File: src/rtl/xvec_pkg.sv
package xvec_pkg;

   typedef enum logic [2:0] {
      PCS_INC   = 3'd0,
      PCS_BR    = 3'd1,
      PCS_JMP   = 3'd2,
      PCS_ILLOP = 3'd3,
      PCS_IRQ   = 3'd4
   } pcsel_e;

   typedef enum logic [1:0] {
      WDS_RET = 2'd0,
      WDS_ALU = 2'd1,
      WDS_MEM = 2'd2
   } wdsel_e;

   typedef struct packed {
      logic take_irq;
      logic take_illop;
      logic take_any;
   } event_t;

endpackage

File: src/rtl/xvec_arbiter.sv
module xvec_arbiter #(
   parameter bit IRQ_FIRST = 1'b1
) (
   input  logic            insn_legal,
   input  logic            irq_req,
   input  logic            priv,
   output xvec_pkg::event_t ev
);
   logic irq_ok;
   logic bad_op;

   assign irq_ok = irq_req & ~priv;
   assign bad_op = ~insn_legal;

   generate
      if (IRQ_FIRST) begin : g_irq_first
         assign ev.take_irq   = irq_ok;
         assign ev.take_illop = bad_op & ~irq_ok;
      end else begin : g_illop_first
         assign ev.take_illop = bad_op;
         assign ev.take_irq   = irq_ok & ~bad_op;
      end
   endgenerate

   assign ev.take_any = irq_ok | bad_op;
endmodule

File: src/rtl/xvec_pc_unit.sv
module xvec_pc_unit #(
   parameter int          XLEN      = 32,
   parameter bit          SUPV_EN   = 1'b1,
   parameter logic [31:0] RESET_PC  = 32'h8000_0000,
   parameter logic [31:0] VEC_ILLOP = 32'h0000_0004,
   parameter logic [31:0] VEC_IRQ   = 32'h0000_0008
) (
   input  logic             clk,
   input  logic             rst,
   input  xvec_pkg::event_t ev,
   input  logic [1:0]       norm_pc_sel,
   input  logic [XLEN-1:0]  br_target,
   input  logic [XLEN-1:0]  jmp_target,
   output logic [XLEN-1:0]  pc,
   output logic [XLEN-1:0]  pc_ret,
   output logic [2:0]       pc_sel,
   output logic             priv
);
   import xvec_pkg::*;

   localparam int              LOW_W    = XLEN - 1;
   localparam logic [XLEN-1:0] PRIV_BIT = {1'b1, {LOW_W{1'b0}}};
   localparam logic [XLEN-1:0] PRIV_OR  = SUPV_EN ? PRIV_BIT : '0;
   localparam logic [XLEN-1:0] ENT_ILL  = VEC_ILLOP[XLEN-1:0] | PRIV_OR;
   localparam logic [XLEN-1:0] ENT_IRQ  = VEC_IRQ[XLEN-1:0] | PRIV_OR;
   localparam logic [XLEN-1:0] RST_VAL  = RESET_PC[XLEN-1:0];

   logic [XLEN-1:0] pc_q;
   logic [XLEN-1:0] pc_d;
   logic [XLEN-1:0] inc;
   pcsel_e          sel;

   generate
      if (SUPV_EN) begin : g_priv
         assign inc  = {pc_q[XLEN-1], pc_q[LOW_W-1:0] + LOW_W'(4)};
         assign priv = pc_q[XLEN-1];
      end else begin : g_flat
         assign inc  = pc_q + XLEN'(4);
         assign priv = 1'b0;
      end
   endgenerate

   always_comb begin
      if (ev.take_irq) begin
         sel  = PCS_IRQ;
         pc_d = ENT_IRQ;
      end else if (ev.take_illop) begin
         sel  = PCS_ILLOP;
         pc_d = ENT_ILL;
      end else begin
         case (norm_pc_sel)
            2'd1: begin
               sel  = PCS_BR;
               pc_d = br_target;
            end
            2'd2: begin
               sel  = PCS_JMP;
               pc_d = jmp_target;
            end
            default: begin
               sel  = PCS_INC;
               pc_d = inc;
            end
         endcase
      end
   end

   always_ff @(posedge clk) begin
      if (rst) pc_q <= RST_VAL;
      else     pc_q <= pc_d;
   end

   assign pc     = pc_q;
   assign pc_ret = inc;
   assign pc_sel = sel;
endmodule

File: src/rtl/xvec_wb_unit.sv
module xvec_wb_unit #(
   parameter int RADDR_W = 5,
   parameter int XP_IDX  = 30
) (
   input  xvec_pkg::event_t    ev,
   input  logic [RADDR_W-1:0]  dest_reg,
   input  logic [1:0]          norm_wd_sel,
   input  logic                norm_rf_we,
   input  logic                norm_mem_we,
   output logic                wa_sel,
   output logic [RADDR_W-1:0]  wr_addr,
   output logic [1:0]          wd_sel,
   output logic                rf_we,
   output logic                mem_we
);
   import xvec_pkg::*;

   localparam logic [RADDR_W-1:0] XP_ADDR = RADDR_W'(XP_IDX);

   always_comb begin
      wa_sel = ev.take_any;
      if (ev.take_any) begin
         wr_addr = XP_ADDR;
         wd_sel  = WDS_RET;
         rf_we   = 1'b1;
         mem_we  = 1'b0;
      end else begin
         wr_addr = dest_reg;
         wd_sel  = norm_wd_sel;
         rf_we   = norm_rf_we;
         mem_we  = norm_mem_we;
      end
   end
endmodule

File: src/rtl/xvec_unit.sv
module xvec_unit #(
   parameter int          XLEN      = 32,
   parameter int          RADDR_W   = 5,
   parameter int          XP_IDX    = 30,
   parameter bit          SUPV_EN   = 1'b1,
   parameter bit          IRQ_FIRST = 1'b1,
   parameter logic [31:0] RESET_PC  = 32'h8000_0000,
   parameter logic [31:0] VEC_ILLOP = 32'h0000_0004,
   parameter logic [31:0] VEC_IRQ   = 32'h0000_0008
) (
   input  logic               clk,
   input  logic               rst,
   input  logic               insn_legal,
   input  logic               irq_req,
   input  logic [RADDR_W-1:0] dest_reg,
   input  logic [1:0]         norm_pc_sel,
   input  logic [XLEN-1:0]    br_target,
   input  logic [XLEN-1:0]    jmp_target,
   input  logic [1:0]         norm_wd_sel,
   input  logic               norm_rf_we,
   input  logic               norm_mem_we,
   output logic [XLEN-1:0]    pc,
   output logic [XLEN-1:0]    pc_ret,
   output logic [2:0]         pc_sel,
   output logic               wa_sel,
   output logic [RADDR_W-1:0] wr_addr,
   output logic [1:0]         wd_sel,
   output logic               rf_we,
   output logic               mem_we
);
   import xvec_pkg::*;

   generate
      if (XLEN < 8 || XLEN > 32) begin : g_bad_xlen
         $error("xvec_unit: XLEN must lie in 8..32");
      end
      if (XP_IDX < 0 || XP_IDX >= (1 << RADDR_W)) begin : g_bad_xp
         $error("xvec_unit: XP_IDX outside register range");
      end
      if (VEC_ILLOP[1:0] != 2'b00 || VEC_IRQ[1:0] != 2'b00) begin : g_bad_vec
         $error("xvec_unit: vectors must be word aligned");
      end
      if (VEC_ILLOP == VEC_IRQ) begin : g_same_vec
         $error("xvec_unit: vectors must differ");
      end
   endgenerate

   event_t ev;
   logic   priv;

   xvec_arbiter #(
      .IRQ_FIRST (IRQ_FIRST)
   ) u_arb (
      .insn_legal (insn_legal),
      .irq_req    (irq_req),
      .priv       (priv),
      .ev         (ev)
   );

   xvec_pc_unit #(
      .XLEN      (XLEN),
      .SUPV_EN   (SUPV_EN),
      .RESET_PC  (RESET_PC),
      .VEC_ILLOP (VEC_ILLOP),
      .VEC_IRQ   (VEC_IRQ)
   ) u_pc (
      .clk         (clk),
      .rst         (rst),
      .ev          (ev),
      .norm_pc_sel (norm_pc_sel),
      .br_target   (br_target),
      .jmp_target  (jmp_target),
      .pc          (pc),
      .pc_ret      (pc_ret),
      .pc_sel      (pc_sel),
      .priv        (priv)
   );

   xvec_wb_unit #(
      .RADDR_W (RADDR_W),
      .XP_IDX  (XP_IDX)
   ) u_wb (
      .ev          (ev),
      .dest_reg    (dest_reg),
      .norm_wd_sel (norm_wd_sel),
      .norm_rf_we  (norm_rf_we),
      .norm_mem_we (norm_mem_we),
      .wa_sel      (wa_sel),
      .wr_addr     (wr_addr),
      .wd_sel      (wd_sel),
      .rf_we       (rf_we),
      .mem_we      (mem_we)
   );
endmodule

File: config.mk
export PLATFORM = sky130hd
export DESIGN_NAME = xvec_unit
export DESIGN_NICKNAME = d
export VERILOG_FILES = /design/src/rtl/xvec_pkg.sv /design/src/rtl/xvec_arbiter.sv /design/src/rtl/xvec_pc_unit.sv /design/src/rtl/xvec_wb_unit.sv /design/src/rtl/xvec_unit.sv
export SDC_FILE = /design/constraint.sdc
export NUM_CORES = 1
export LEC_CHECK = 0
export ABC_CLOCK_PERIOD_IN_PS = 2600
export BUFFER_PORTS_ARGS = -buffer_cell sky130_fd_sc_hd__clkbuf_2
export CORE_MARGIN = 2
export CORE_UTILIZATION = 30
export DETAILED_ROUTE_END_ITERATION = 16
export HOLD_SLACK_MARGIN = 0.12
export SYNTH_ARGS = -nofsm -noshare
export SYNTH_HDL_FRONTEND = slang
export SYNTH_SLANG_ARGS = --single-unit
File: constraint.sdc
create_clock -name clk -period 2.6 [get_ports clk]
set_clock_uncertainty 0.05 [all_clocks]
set_input_delay 0.39 -clock clk [delete_from_list [all_inputs] [get_ports clk]]
set_output_delay 0.39 -clock clk [all_outputs]
set_load 0.1 [all_outputs]
# [Word level (Yosys, flattened, before mapping)]
# Cells that the tools add are included.
# Widths: inputs -> output; s select.
[op_classes] n_addsub=1 mul=0 n_div=0 n_lt_le_gt_ge=0 n_eq_ne=2 shifts=0 n_mux=10 bitwise=6 n_reduce_logical=3
[ops] cell="$pmux 32 s2" n=1
[ops] cell="$add 31x3->31 const B" n=1
[ops] cell="$mux 4" n=2
[ops] cell="$mux 3" n=2
[ops] cell="$mux 5" n=1
[ops] cell="$pmux 2 s2" n=1
[ops] cell="$not 1->1" n=3
[ops] cell="$reduce_or 3->1" n=1
[ops] cell="$and 1x1->1" n=2
[ops] cell="$eq 2x1->1 const B" n=1
[ops] cell="$eq 2x2->1 const B" n=1
[ops] cell="$mux 1" n=2
[ops] cell="$mux 2" n=1
[ops] cell="$reduce_bool 2->1" n=1
[ops] cell="$reduce_or 2->1" n=1
[ops] cell="$or 1x1->1" n=1
[word_totals] reg_bits=32 latch_bits=0 ram_bits=0 romBits=0 inputBits=79 output_inout_bits=77 word_cells=26 n_memories=0

# [Depth between registers and ports, before layout]
[depth] ltp_word=6 ltp_mapped=8

# [Modules after synthesis]
# Synthesis repeated with hierarchy kept, for this count alone.
[unflattened] cells_unflattened=280 hier_area_um2=2255.9
[by_module_without_submodules] module="xvec_pc_unit" instances=1 cells_per_inst=266 area_per_inst_um2=2160.8 seq_area_each_um2=640.6
[by_module_without_submodules] module="xvec_wb_unit" instances=1 cells_per_inst=10 area_per_inst_um2=63.8 seq_area_each_um2=0.0
[by_module_without_submodules] module="xvec_arbiter" instances=1 cells_per_inst=4 area_per_inst_um2=31.3 seq_area_each_um2=0.0

# [Worst setup path before layout]
# No wires, ideal clock.
[synth_path] path_kind="flip-flop to output port" start="register u_pc.pc_q[2], in the netlist u_pc.pc[2]" end="output pc_ret[20]" t_arrival_ns=3.661 t_required_ns=2.160 setup_slack_ns=-1.501 stages_incl_launch_ff=6 n_path_buf=0 cell_sequence="dfxtp_1 ha_1 nand2_1 nor4_4 nand4_1 xnor2_1"
[synth_between] elab_chain_cells=1
[synth_lines] element="start, declared" line="xvec_pc_unit.sv:28" source="logic [XLEN-1:0] pc_q;"
[synth_lines] element="start signal, assigned" line="xvec_pc_unit.sv:70" source="else pc_q <= pc_d;"
[synth_lines] element="$add 31x3->31" line="xvec_pc_unit.sv:35" source="assign inc = {pc_q[XLEN-1], pc_q[LOW_W-1:0] + LOW_W'(4)};"
[synth_lines] element="end, declared" line="xvec_unit.sv:23" source="output logic [XLEN-1:0] pc_ret,"
# Every way passes these cells.

# [Worst setup path in the final report]
[layout_path] start="register u_pc.pc_q[4], in the netlist u_pc.pc[4]" end="output pc_ret[12]"
# The elaborated chain is that of the path after synthesis.

==> implementation parameters <==
Parameter                              Value

Detailed routing
  Routed wire length per instance    ~15 µm
  Antenna violation net count after detailed routing    0
  Number of detailed-routing iterations run before antenna repair    4
  WL final    roughly 7700 µm
  Vias post-DR    around 2500
  # DRC    0
  Drt via density    4.95
  Drt first-iter violations    85

STA
  Hold_ws    0.255 ns
  Number of failing hold endpoints at the final stage    0
  Final setup fails    0
  Number of max-slew violations in the final report    0
  Min Tclk post-route    2.46 ns
  Max-Slew Margin vs Limit    between 50 and 60%
  Fmax achieved    407 MHz
  Transition time at the pin with the least slew margin    0.665 ns
  Unrepaired setup endpoints after global routing    no
  Period utilisation layout    a little over nine tenths

Finish
  Layout cell share with drive strength beyond 1    56.8%
  Final Instance Area    0.00390 mm²
  Area delta synth->final    84.0%
  Layout Nets    493
  Antenna diode instance count    0
  Most common library cell in the layout ignoring fill and taps    sky130_fd_sc_hd__clkbuf_2
  Highest-count cells in the layout ignoring fill and taps    sky130_fd_sc_hd__clkbuf_2 (133), sky130_fd_sc_hd__nor2_1 (33), sky130_fd_sc_hd__a221oi_1 (23), sky130_fd_sc_hd__buf_12 (23), sky130_fd_sc_hd__o21a_1 (17)
  Number of flip-flops under the largest register name    30
  Fin cells    506

Power and ir drop
  Leakage power    1.82 nW
  Largest vdd supply drop    271 µV
  Pwr Density    480 mW/mm²

Global routing
  Gr usage total    20.3%
  Via count of the first global-routing pass    2334
  Global-route wire length before repair    12100 µm
  Largest net degree at the start of global routing    28
  Antenna violations before repair    0
  Remaining Overflow, GRT    0

Clocking
  Clock Tree Buf Depth    2
  Number of buffers created by CTS    5
  Count of clock tree sinks    32
  TritonCTS clock tree    built
  Depth of the CTS H-tree    2
  CTS clk-pin slew, worst paths    0.08 ns
  Clk root buf    sky130_fd_sc_hd__clkbuf_8
  Clock latency on the worst-skew pair    0.28 ns

Synthesis
  Synthesized area per cell    8.18 µm²
  Synth top area share    roughly 30%
  Syn Nets    about 340
  Simple-gate area share of the yosys netlist    25.6%
  Top FF cell, synth    sky130_fd_sc_hd__dfxtp_1
  Count of synthesis-stage warnings from yosys    0
  Mux share of post-synthesis cell area    0%
  Post-synthesis sequential element count    32
  Count of distinct cell types in the synthesized netlist    32
  Gate count after technology mapping    259
  Share of synthesized cell area in full adder, half adder and majority cells    2.95%
  Most area-hungry cell type in the Yosys netlist    sky130_fd_sc_hd__dfxtp_1
  Part of the Yosys area used for sequential elements    30.2%
  Share of the synthesized area in compound gates (AO/OA/AOI/OAI)    between 20% and 30%
  Largest family of logic cells by synthesized area    simple AND/OR/NAND/NOR gates
  Cells taking the most area after synthesis    sky130_fd_sc_hd__dfxtp_1 (30%), sky130_fd_sc_hd__a221oi_1 (9.5%), sky130_fd_sc_hd__xnor2_1 (8.7%), sky130_fd_sc_hd__o21a_1 (6.0%), sky130_fd_sc_hd__nor2_1 (5.8%)
  Proportion of register bits with asynchronous set or reset after synthesis    0%
  Number of synthesized flops with an enable pin    0
  Post-Synth XOR/XNOR Area    11.2%
  Synthesized cell area    0.00212 mm²

Setup path
  Setup slack of the worst register-to-register path    ~0.75 ns
  Worst EP arrival    2.02 ns
  Start-to-end type of the worst setup path    register to output pin
  Crit path capture type    output pin
  Source of the critical timing path    u_pc.pc[4]
  Largest fanout of any net on the critical path    6
  Required time worst endpoint    2.16 ns
  Reg-to-reg critical path startpoint    u_pc.pc[4]
  Worst setup SP type    register
  Capturing element of the worst setup path    pc_ret[12]
  Number of cells traversed by the worst register-to-register path    5
  Reg2Reg Capture Point    u_pc.pc[11]

Placement
  Port bufs    155
  Placed inst area    around 0.0038 mm²
  Final Wtd Congestion    0.793
  Number of cells after detailed placement    497
  Post-DP HPWL    6070 µm

Run
  Max-cap check violation count    0

Die
  Area of the die    about 0.0077 mm²
  DIE HEIGHT    88.0 µm
  Overall die width    slightly below 90 µm
  Number of top-level design ports    156
  Std-Cell Rows    30
  Initial cell density of the core    between 30% and 40%
  Standard cell core area    0.00683 mm²

Hold path
  Hold/Removal Path Class    primary input to register

Status
  Outcome    finished clean
==> critical path: stages (launching register included) <==
cell	delay, ns
sky130_fd_sc_hd__dfxtp_4	0.39
sky130_fd_sc_hd__nand4_1	0.26
sky130_fd_sc_hd__nor3_1	0.43
sky130_fd_sc_hd__xor2_2	0.18
sky130_fd_sc_hd__clkbuf_2	0.48
==> synthesized netlist by cell type (3+ instances only) <==
library cell and count:
sky130_fd_sc_hd__nand3_1 11, sky130_fd_sc_hd__nand4_1 10, sky130_fd_sc_hd__nor3_1 10, sky130_fd_sc_hd__nor2_1 33, sky130_fd_sc_hd__nand2_1 15, sky130_fd_sc_hd__a221o_1 6, sky130_fd_sc_hd__nand2b_1 6, sky130_fd_sc_hd__clkbuf_1 16
sky130_fd_sc_hd__buf_4 5, sky130_fd_sc_hd__inv_1 10, sky130_fd_sc_hd__o21a_1 17, sky130_fd_sc_hd__a21oi_1 4, sky130_fd_sc_hd__a221oi_1 23, sky130_fd_sc_hd__ha_1 5, sky130_fd_sc_hd__xnor2_1 21, sky130_fd_sc_hd__o21ai_0 5
sky130_fd_sc_hd__xor2_1 6, sky130_fd_sc_hd__dfxtp_1 32, sky130_fd_sc_hd__and2_1 4, sky130_fd_sc_hd__a22oi_1 3
==> routing by layer <==
| metal | GRT usage (%) | part of all wire, % | wire, µm |
|---|---|---|---|
| met1 | 28.2 | 47 | 3600 |
| met2 | 32.3 | 46 | 3560 |
| met3 | 3.96 | 5.3 | 402 |
| met4 | 5.37 | 1.2 | 95 |
| met5 | 0 | 0 | 0 |
==> per-stage QoR <==
stage               power (W)  TNS [ns]  utilization [%]  setup slack, ns
finish                0.00187         0             57.1            0.141
global route          0.00196         0             57.1          0.00767
CTS                   0.00188         0             56.8           0.0170
detailed placement    0.00151         0             55.5            0.221
global placement      0.00151         0             55.5            0.235
floorplan             0.00127   -0.0785                -          -0.0381
==> how the worst min path moves through the flow <==
stage               startpoint    endpoint  slack, ns  depth (start not counted)
finish                     rst  u_pc.pc[2]       0.25                          2
global route               rst  u_pc.pc[3]       0.25                          2
CTS                        rst  u_pc.pc[2]       0.25                          2
detailed placement    register    register       0.48                          2
global placement      register    register       0.47                          2
floorplan                  rst  u_pc.pc[3]       0.40                          1
==> where the power goes <==
| group | internal [W] | switching, W |
|---|---|---|
| logic | 0.000255 | 0.000675 |
| registers | 0.000514 | 0.0000553 |
| clock network | 0.000182 | 0.000192 |
| total | 0.000950 | 0.000922 |
==> cells by family after synthesis <==
logic type,after synthesis
XOR/XNOR,27
AND/OR/NAND/NOR,101
adder cells (fa/ha/maj),5
buffers and inverters,32
flip-flops,32
AO/OA/AOI/OAI,62
==> timing repair <==
action / in CTS / in global routing
hold buffers: 0 / 0
endpoints found under the hold margin: 0 / 0
resized for setup: 0 / 2
pin swaps: 1 / 1
buffers inserted: 1 / 0
setup endpoints to repair: 6 / 6
gates cloned: 0 / 0
==> layout make-up <==
| cell class | count | area (µm²) |
|---|---|---|
| Timing Repair Buffer | 165 | 1200 |
| Inverter | 10 | 37.5 |
| Clock inverter | 3 | 13.8 |
| Multi-Input combinational cell | 195 | 1740 |
| Tap cell | 96 | 120 |
| Clock buffer | 5 | 68.8 |
| Sequential cell | 32 | 716 |
| Fill cell | 650 | 2930 |
Power figures use the tool's default switching activity.
